### config.mk
export PLATFORM = sky130hd
export DESIGN_NAME = rwin_ctrl
export DESIGN_NICKNAME = d
export VERILOG_FILES = /design/src/rtl/rwin_pkg.sv /design/src/rtl/rwin_decide.sv /design/src/rtl/rwin_ptr.sv /design/src/rtl/rwin_count.sv /design/src/rtl/rwin_ctrl.sv
export SDC_FILE = /design/constraint.sdc
export NUM_CORES = 1
export LEC_CHECK = 0
export BUFFER_PORTS_ARGS = -buffer_cell sky130_fd_sc_hd__buf_2
export CAP_MARGIN = 20
export CORE_UTILIZATION = 50
export CTS_BUF_LIST = sky130_fd_sc_hd__clkbuf_2
export DETAILED_ROUTE_END_ITERATION = 10
export PLACE_DENSITY = 0.86
export SYNTH_ARGS = -nofsm -noshare
export SYNTH_HDL_FRONTEND = slang
export SYNTH_HIERARCHICAL = 1
export SYNTH_SLANG_ARGS = --single-unit
### constraint.sdc
create_clock -name clk -period 2.5 [get_ports clk]
set_input_delay 0.125 -clock clk [delete_from_list [all_inputs] [get_ports clk]]
set_output_delay 0.125 -clock clk [all_outputs]
set_load 0.02 [all_outputs]
### src/rtl/rwin_pkg.sv
package rwin_pkg;
  typedef enum logic [1:0] {
    OP_SAVE    = 2'd0,
    OP_RESTORE = 2'd1,
    OP_RETURN  = 2'd2,
    OP_FLUSH   = 2'd3
  } rwin_op_e;

  typedef enum logic [2:0] {
    TRAP_NONE      = 3'd0,
    TRAP_SPILL_NRM = 3'd1,
    TRAP_SPILL_OTH = 3'd2,
    TRAP_FILL_NRM  = 3'd3,
    TRAP_FILL_OTH  = 3'd4,
    TRAP_CLEAN     = 3'd5,
    TRAP_MISALIGN  = 3'd6
  } rwin_trap_e;

  typedef enum logic [1:0] {
    STEP_HOLD  = 2'd0,
    STEP_FWD1  = 2'd1,
    STEP_FWD2  = 2'd2,
    STEP_BACK1 = 2'd3
  } ptr_step_e;

  typedef enum logic [1:0] {
    MOVE_HOLD = 2'd0,
    MOVE_PUSH = 2'd1,
    MOVE_POP  = 2'd2
  } cnt_move_e;
endpackage

### src/rtl/rwin_decide.sv
module rwin_decide
  import rwin_pkg::*;
#(
  parameter int NWIN = 8,
  parameter int CW   = $clog2(NWIN)
) (
  input  logic          cmd_valid,
  input  logic [1:0]    cmd_op,
  input  logic [1:0]    sum_lo,
  input  logic [CW-1:0] cansave,
  input  logic [CW-1:0] canrestore,
  input  logic [CW-1:0] cleanwin,
  input  logic [CW-1:0] otherwin,
  input  logic [5:0]    wstate,
  output rwin_trap_e    trap,
  output logic [2:0]    sub,
  output ptr_step_e     step,
  output cnt_move_e     move,
  output logic          wb
);
  localparam logic [CW-1:0] FULL_SAVE = CW'(NWIN - 2);

  // named internal events, visible to assertions
  logic          use_other;
  logic          save_empty;
  logic          rest_empty;
  logic          misaligned;
  logic [CW-1:0] clean_gap;
  rwin_trap_e    spill_kind;
  rwin_trap_e    fill_kind;
  logic [2:0]    vec_sel;

  assign use_other  = |otherwin;
  assign save_empty = (cansave == '0);
  assign rest_empty = (canrestore == '0);
  assign misaligned = |sum_lo;
  assign clean_gap  = cleanwin - canrestore;
  assign spill_kind = use_other ? TRAP_SPILL_OTH : TRAP_SPILL_NRM;
  assign fill_kind  = use_other ? TRAP_FILL_OTH : TRAP_FILL_NRM;
  assign vec_sel    = use_other ? wstate[5:3] : wstate[2:0];

  always_comb begin
    trap = TRAP_NONE;
    sub  = 3'd0;
    step = STEP_HOLD;
    move = MOVE_HOLD;
    wb   = 1'b0;
    if (cmd_valid) begin
      unique case (rwin_op_e'(cmd_op))
        OP_SAVE: begin
          if (save_empty) begin
            trap = spill_kind;
            sub  = vec_sel;
            step = STEP_FWD2;
          end else if (clean_gap == '0) begin
            trap = TRAP_CLEAN;
            step = STEP_FWD1;
          end else begin
            step = STEP_FWD1;
            move = MOVE_PUSH;
            wb   = 1'b1;
          end
        end
        OP_RESTORE, OP_RETURN: begin
          if (rwin_op_e'(cmd_op) == OP_RETURN && misaligned) begin
            trap = TRAP_MISALIGN;
          end else begin
            step = STEP_BACK1;
            if (rest_empty) begin
              trap = fill_kind;
              sub  = vec_sel;
            end else begin
              move = MOVE_POP;
              wb   = 1'b1;
            end
          end
        end
        OP_FLUSH: begin
          if (cansave == FULL_SAVE) begin
            trap = spill_kind;
            sub  = vec_sel;
          end
        end
        default: ;
      endcase
    end
  end

  // the sub-index is only nonzero alongside a spill or fill trap
  always_comb begin
    if (sub != 3'd0)
      p_sub_only_trap_r6: assert (trap == TRAP_SPILL_NRM || trap == TRAP_SPILL_OTH ||
                                  trap == TRAP_FILL_NRM || trap == TRAP_FILL_OTH);
  end
endmodule

### src/rtl/rwin_ptr.sv
module rwin_ptr
  import rwin_pkg::*;
#(
  parameter int NWIN = 8,
  parameter int CW   = $clog2(NWIN)
) (
  input  logic          clk,
  input  logic          rst_n,
  input  ptr_step_e     step,
  output logic [CW-1:0] cwp
);
  function automatic logic [CW-1:0] ptr_fwd(input logic [CW-1:0] p, input int unsigned amt);
    int unsigned s;
    s = 32'(p) + amt;
    if (s >= NWIN) s = s - NWIN;
    return CW'(s);
  endfunction

  function automatic logic [CW-1:0] ptr_back(input logic [CW-1:0] p);
    if (p == '0) return CW'(NWIN - 1);
    return p - 1'b1;
  endfunction

  logic [CW-1:0] cwp_next;

  always_comb begin
    unique case (step)
      STEP_FWD1:  cwp_next = ptr_fwd(cwp, 1);
      STEP_FWD2:  cwp_next = ptr_fwd(cwp, 2);
      STEP_BACK1: cwp_next = ptr_back(cwp);
      default:    cwp_next = cwp;
    endcase
  end

  always_ff @(posedge clk or negedge rst_n) begin
    if (!rst_n) cwp <= '0;
    else        cwp <= cwp_next;
  end

  // the pointer never leaves the range of existing windows
  p_ptr_range_r2: assert property (@(posedge clk) disable iff (!rst_n)
    32'(cwp) < NWIN);
endmodule

### src/rtl/rwin_count.sv
module rwin_count
  import rwin_pkg::*;
#(
  parameter int NWIN = 8,
  parameter int CW   = $clog2(NWIN)
) (
  input  logic          clk,
  input  logic          rst_n,
  input  cnt_move_e     move,
  output logic [CW-1:0] cansave,
  output logic [CW-1:0] canrestore
);
  always_ff @(posedge clk or negedge rst_n) begin
    if (!rst_n) begin
      cansave    <= CW'(NWIN - 2);
      canrestore <= '0;
    end else begin
      unique case (move)
        MOVE_PUSH: begin
          cansave    <= cansave - 1'b1;
          canrestore <= canrestore + 1'b1;
        end
        MOVE_POP: begin
          cansave    <= cansave + 1'b1;
          canrestore <= canrestore - 1'b1;
        end
        default: ;
      endcase
    end
  end

  // the two counters always account for NWIN-2 windows together
  p_conserve_r10: assert property (@(posedge clk) disable iff (!rst_n)
    (32'(cansave) + 32'(canrestore)) == NWIN - 2);
endmodule

### src/rtl/rwin_ctrl.sv
module rwin_ctrl
  import rwin_pkg::*;
#(
  parameter int NWIN = 8,
  parameter int DW   = 32,
  localparam int CW  = $clog2(NWIN)
) (
  input  logic          clk,
  input  logic          rst_n,
  input  logic          cmd_valid,
  input  logic [1:0]    cmd_op,
  input  logic [DW-1:0] cmd_sum,
  input  logic [CW-1:0] cleanwin,
  input  logic [CW-1:0] otherwin,
  input  logic [5:0]    wstate,
  output logic          rsp_valid,
  output logic [2:0]    rsp_trap,
  output logic [2:0]    rsp_sub,
  output logic          wb_en,
  output logic [DW-1:0] wb_data,
  output logic [CW-1:0] cwp,
  output logic [CW-1:0] cansave,
  output logic [CW-1:0] canrestore
);
  rwin_trap_e dec_trap;
  logic [2:0] dec_sub;
  ptr_step_e  dec_step;
  cnt_move_e  dec_move;
  logic       dec_wb;

  rwin_decide #(.NWIN(NWIN), .CW(CW)) u_decide (
    .cmd_valid (cmd_valid),
    .cmd_op    (cmd_op),
    .sum_lo    (cmd_sum[1:0]),
    .cansave   (cansave),
    .canrestore(canrestore),
    .cleanwin  (cleanwin),
    .otherwin  (otherwin),
    .wstate    (wstate),
    .trap      (dec_trap),
    .sub       (dec_sub),
    .step      (dec_step),
    .move      (dec_move),
    .wb        (dec_wb)
  );

  rwin_ptr #(.NWIN(NWIN), .CW(CW)) u_ptr (
    .clk  (clk),
    .rst_n(rst_n),
    .step (dec_step),
    .cwp  (cwp)
  );

  rwin_count #(.NWIN(NWIN), .CW(CW)) u_count (
    .clk       (clk),
    .rst_n     (rst_n),
    .move      (dec_move),
    .cansave   (cansave),
    .canrestore(canrestore)
  );

  always_ff @(posedge clk or negedge rst_n) begin
    if (!rst_n) begin
      rsp_valid <= 1'b0;
      rsp_trap  <= TRAP_NONE;
      rsp_sub   <= 3'd0;
      wb_en     <= 1'b0;
      wb_data   <= '0;
    end else begin
      rsp_valid <= cmd_valid;
      rsp_trap  <= dec_trap;
      rsp_sub   <= dec_sub;
      wb_en     <= dec_wb;
      if (dec_wb) wb_data <= cmd_sum;
    end
  end

  // a save with nothing left to save spills and keeps both counters
  p_spill_keeps_r3: assert property (@(posedge clk) disable iff (!rst_n)
    (cmd_valid && cmd_op == 2'd0 && cansave == '0) |=>
      ((rsp_trap == TRAP_SPILL_NRM || rsp_trap == TRAP_SPILL_OTH) &&
       cansave == $past(cansave) && canrestore == $past(canrestore) && !wb_en));

  // an empty restore counter on restore gives a fill trap
  p_fill_r5: assert property (@(posedge clk) disable iff (!rst_n)
    (cmd_valid && cmd_op == 2'd1 && canrestore == '0) |=>
      ((rsp_trap == TRAP_FILL_NRM || rsp_trap == TRAP_FILL_OTH) && !wb_en &&
       cwp != $past(cwp)));

  // a misaligned return touches no window state
  p_misalign_r7: assert property (@(posedge clk) disable iff (!rst_n)
    (cmd_valid && cmd_op == 2'd2 && cmd_sum[1:0] != 2'b00) |=>
      (rsp_trap == TRAP_MISALIGN && !wb_en && $stable(cwp) &&
       $stable(cansave) && $stable(canrestore)));

  // flush never changes the window state
  p_flush_static_r8: assert property (@(posedge clk) disable iff (!rst_n)
    (cmd_valid && cmd_op == 2'd3) |=>
      ($stable(cwp) && $stable(cansave) && !wb_en));

  // idle cycles produce no response and no state change
  p_idle_r9: assert property (@(posedge clk) disable iff (!rst_n)
    !cmd_valid |=> (!rsp_valid && !wb_en && rsp_trap == TRAP_NONE &&
                    $stable(cwp) && $stable(cansave)));

  // every command is answered on the next cycle
  p_answer_r9: assert property (@(posedge clk) disable iff (!rst_n)
    cmd_valid |=> rsp_valid);

  // other-window selects the upper window-state field for a spill
  p_other_sub_r6: assert property (@(posedge clk) disable iff (!rst_n)
    (cmd_valid && cmd_op == 2'd0 && cansave == '0 && otherwin != '0) |=>
      (rsp_trap == TRAP_SPILL_OTH && rsp_sub == $past(wstate[5:3])));
endmodule

==> results.cfg <==
[critical_path]
timing.reg2reg.setup_slack_ps = 160
timing.rr.end = u_count/canrestore[2]$_DFFE_PN0P_
critical_path.endpoint_type = flop
stage_delay_of_the_slowest_cell_on_the_critical_path_ps = 500
path_class = reg -> reg
critPathArrivalTime_ps = 2680
worstPathBufferInverterCount = 1
timing.critical_path.cells = or3_4 > nand2_1 > or2_1 > nor2_1 > inv_1 > ha_2 > xor2_1 > ha_2 > nor3b_2 > a21oi_1 > nor2_2 > xor2_1
worst_setup_path_start_kind = flop
worst_ep_required_ps = 2840
slowest_stage = dfrtp_2
worst_path_dominant_cell_family = simple AND/OR/NAND/NOR gates
critPathMaxFanout = 6
worst_r2r_startpoint = u_count/cansave[0]$_DFFE_PN0P_
reg2regPathDepth = 12

[final_layout]
post_layout_nonfiller_instances = 399
layout_cell_share_with_drive_strength_beyond_1_pct = 48.2
count_of_antenna_diodes_in_the_layout = 0
filler_cell_count = 302
final_core_util_pct = 74.3
finish.net_count = 394
layout-area-overhead-vs-synth_pct = 40.6

[route]
ant_nets = 0
via_count = 1960
detail_route.wl_per_cell_um = 15.4
drt_first_pass_iters = 4
remaining_drc_errors = 0
drt-total-wl_mm = 6.14
first_iter_violations = 50
detail_route.vias_per_cell = 4.91

[yosys]
synthesis.instances = 186
dominantRegCellSynth = dfrtp_1
synth_warn = 6
synth.avg_cell_area_um2 = 13.6
synth-compound-area-share_pct = 6.13
synthDistinctLibCells = 42
synth-xor-area-share_pct = 3.12
syn-cell-area_um2 = 2530
yosys.area_share.simple_pct = 9.50
synthMuxAreaShare_pct = 21.2
combinational_family_with_the_most_area_after_synthesis = multiplexers
mappedNetlistNets = 249
synth_fa_ha_area_share_pct = 6.92
asyncSetResetFlopFracSynth_pct = 100
postSynthRegisterBits = 49
synth_enable_flop_cells = 0
synth.yosys.seq_area_share_pct = 48.6

[timing]
fin_setup_tns_ps = 0
min_period_over_period_pct = 93.7
finalClockSkew_ps = 10.0
timing.max_slew.rel_slack_pct = 53.9
layout_min_cycle_time_ps = 2340
hold_ws_ps = 84.4
tightestPinTransition_ps = 691
final_hold_viol_count = 0
setup-violations-final = 0
fmax_ghz = 0.427
report.final.slew_viol_count = 0

[power_and_ir_drop]
pwr_density_cell_nw_per_um2 = 1060
worst_ir_drop_vdd_mv = 0.685
power.leakage_nw = 1.79
totalPowerFinal_mw = 3.76

[clock_tree]
cts_buffers = 5
root_buffer = clkbuf_2
cts_max_level = 2
insertion_delay_ps = 420
clkSinkCount = 49
clock_transition_time_at_the_flip_flop_clock_pins_of_the_worst_setup_and_hold_paths_ps = 230
cts_tree = done
ctsLongestPathBuffers = 2

[floorplan]
fp-row-count = 25
floorplan.core_area_um2 = 4790
die_w_um = 73.1
num_ports = 98
dieHeight_um = 73.1
initial_core_utilization_pct = 52.9
die-area_um2 = 5350

[grt]
grt_max_degree = 50
grt_first_pass_wirelength_mm = 9.20
grt_antenna_before_repair = 0
grt_pass1_vias = 1915
groute.usage.overall_pct = 23.2
grt-ovfl-total = 0

[placed_design]
place.detailed.hpwl_mm = 3.75
gpl.final_weighted_congestion = 0.770
port_buffers = 97
numPlacedInstances = 348

[worst_hold_path]
path_class_of_the_lowest_slack_min_delay_path = in -> async

[run_status]
run_status = completed

[job]
max_cap_viol_count = 0
==> synthesized netlist by cell type (2+ instances only) <==
library cell | number | share of area [%]
o21ai_0 | 2 | 0.40
nand2_1 | 9 | 1.3
dfrtp_1 | 47 | 46
a41o_1 | 2 | 0.79
nor2b_1 | 6 | 1.5
mux2_4 | 30 | 18
nor2_1 | 7 | 1.0
a21oi_1 | 6 | 1.2
o22ai_1 | 2 | 0.49
xnor2_1 | 5 | 1.7
mux2i_1 | 4 | 1.6
ha_1 | 14 | 6.9
and4b_1 | 2 | 0.79
mux2_2 | 4 | 1.8
inv_1 | 9 | 1.3
nand2b_1 | 3 | 0.74
nor3_1 | 3 | 0.59
xor2_1 | 4 | 1.4
dfstp_2 | 2 | 2.1
buf_12 | 3 | 2.4
==> worst max-delay path by stage <==
stage / to / from / cells after the start
5_1_grt: u_count/canrestore[2]$_DFFE_PN0P_ / u_count/cansave[0]$_DFFE_PN0P_ / 12
2_1_floorplan: u_count/canrestore[2]$_DFFE_PN0P_ / u_count/canrestore[1]$_DFFE_PN0P_ / 14
3_5_place_dp: u_count/canrestore[2]$_DFFE_PN0P_ / u_count/cansave[1]$_DFFE_PN1P_ / 12
6_report: u_count/canrestore[2]$_DFFE_PN0P_ / u_count/cansave[0]$_DFFE_PN0P_ / 12
4_1_cts: u_count/canrestore[2]$_DFFE_PN0P_ / u_count/cansave[1]$_DFFE_PN1P_ / 12
3_3_place_gp: u_count/canrestore[2]$_DFFE_PN0P_ / u_count/cansave[1]$_DFFE_PN1P_ / 12
==> registers in the layout (all words and copies together) (netlist names) <==
signal              cells
rsp_sub                 3
wb_en                   1
wb_data                32
u_count/canrestore      3
rsp_trap                3
u_count/cansave         3
u_ptr/cwp               3
rsp_valid               1
==> cells in the final DEF (no fill, tap or decap), types with 2 or more instances in the layout <==
master and instances:
buf_2 97, nor3_1 3, nor2_1 7, a21oi_1 6, nor2b_1 5, buf_4 5
xnor2_1 5, inv_1 9, ha_1 12, mux2i_1 4, nand2b_1 3, dlygate4sd3_1 40
dfstp_2 2, o21ai_0 2, ha_2 2, mux2_2 4, dfrtp_1 46, o22ai_1 2
clkbuf_2 5, xor2_1 4, buf_12 2, mux2_4 30, nand2_1 9, and4b_1 2
a41o_1 2
==> kinds of logic (layout without fill, tap and decap cells) <==
group	Yosys count	count (layout)
muxes	38	38
adders and majority gates	14	14
AOI/OAI and AO/OA	22	22
xor gates and xnor gates	9	9
and+or+nand+nor	39	39
DFF	49	49
buffers and inverters	15	161
==> power by group <==
group	leakage, nW	total [mW]	switching, mW	internal [mW]
clock	0.0304	0.315	0.249	0.0665
combinational	1.18	2.04	1.06	0.978
sequential	0.586	1.41	0.249	1.16
total	1.79	3.76	1.56	2.20
==> stage by stage <==
stage	worst slack (ps)	cell area (µm²)
floorplan	89.0	2530
global placement	178	3070
detailed placement	70.9	3070
CTS	42.4	3510
global route	-16.9	3560
finish	158	3560
==> area by class of cell <==
cell class | count | area, µm² | share of cell area [%]
clock inverter | 3 | 17.5 | 0.492
sequential | 49 | 1230 | 34.6
tap | 67 | 83.8 | 2.36
inverter | 9 | 33.8 | 0.950
timing repair buffer | 144 | 963 | 27.1
multi-input combinational | 122 | 1200 | 33.8
clock buffer | 5 | 25.0 | 0.703
==> timing repair <==
action,4_1_cts,5_1_grt
gates resized for setup,0,4
hold endpoints to repair,84,0
setup endpoints to repair,0,2
hold buffers,40,0
setup buffers,0,2
==> per-layer routing <==
layer	vias to the layer above	wire length, µm	GRT usage [%]
li1	934	-	-
met5	-	0	0
met4	0	95	7.84
met2	71	3100	40.6
met1	945	2530	27.7
met3	10	409	5.80
Note: power is estimated with default switching activity, not from simulation.
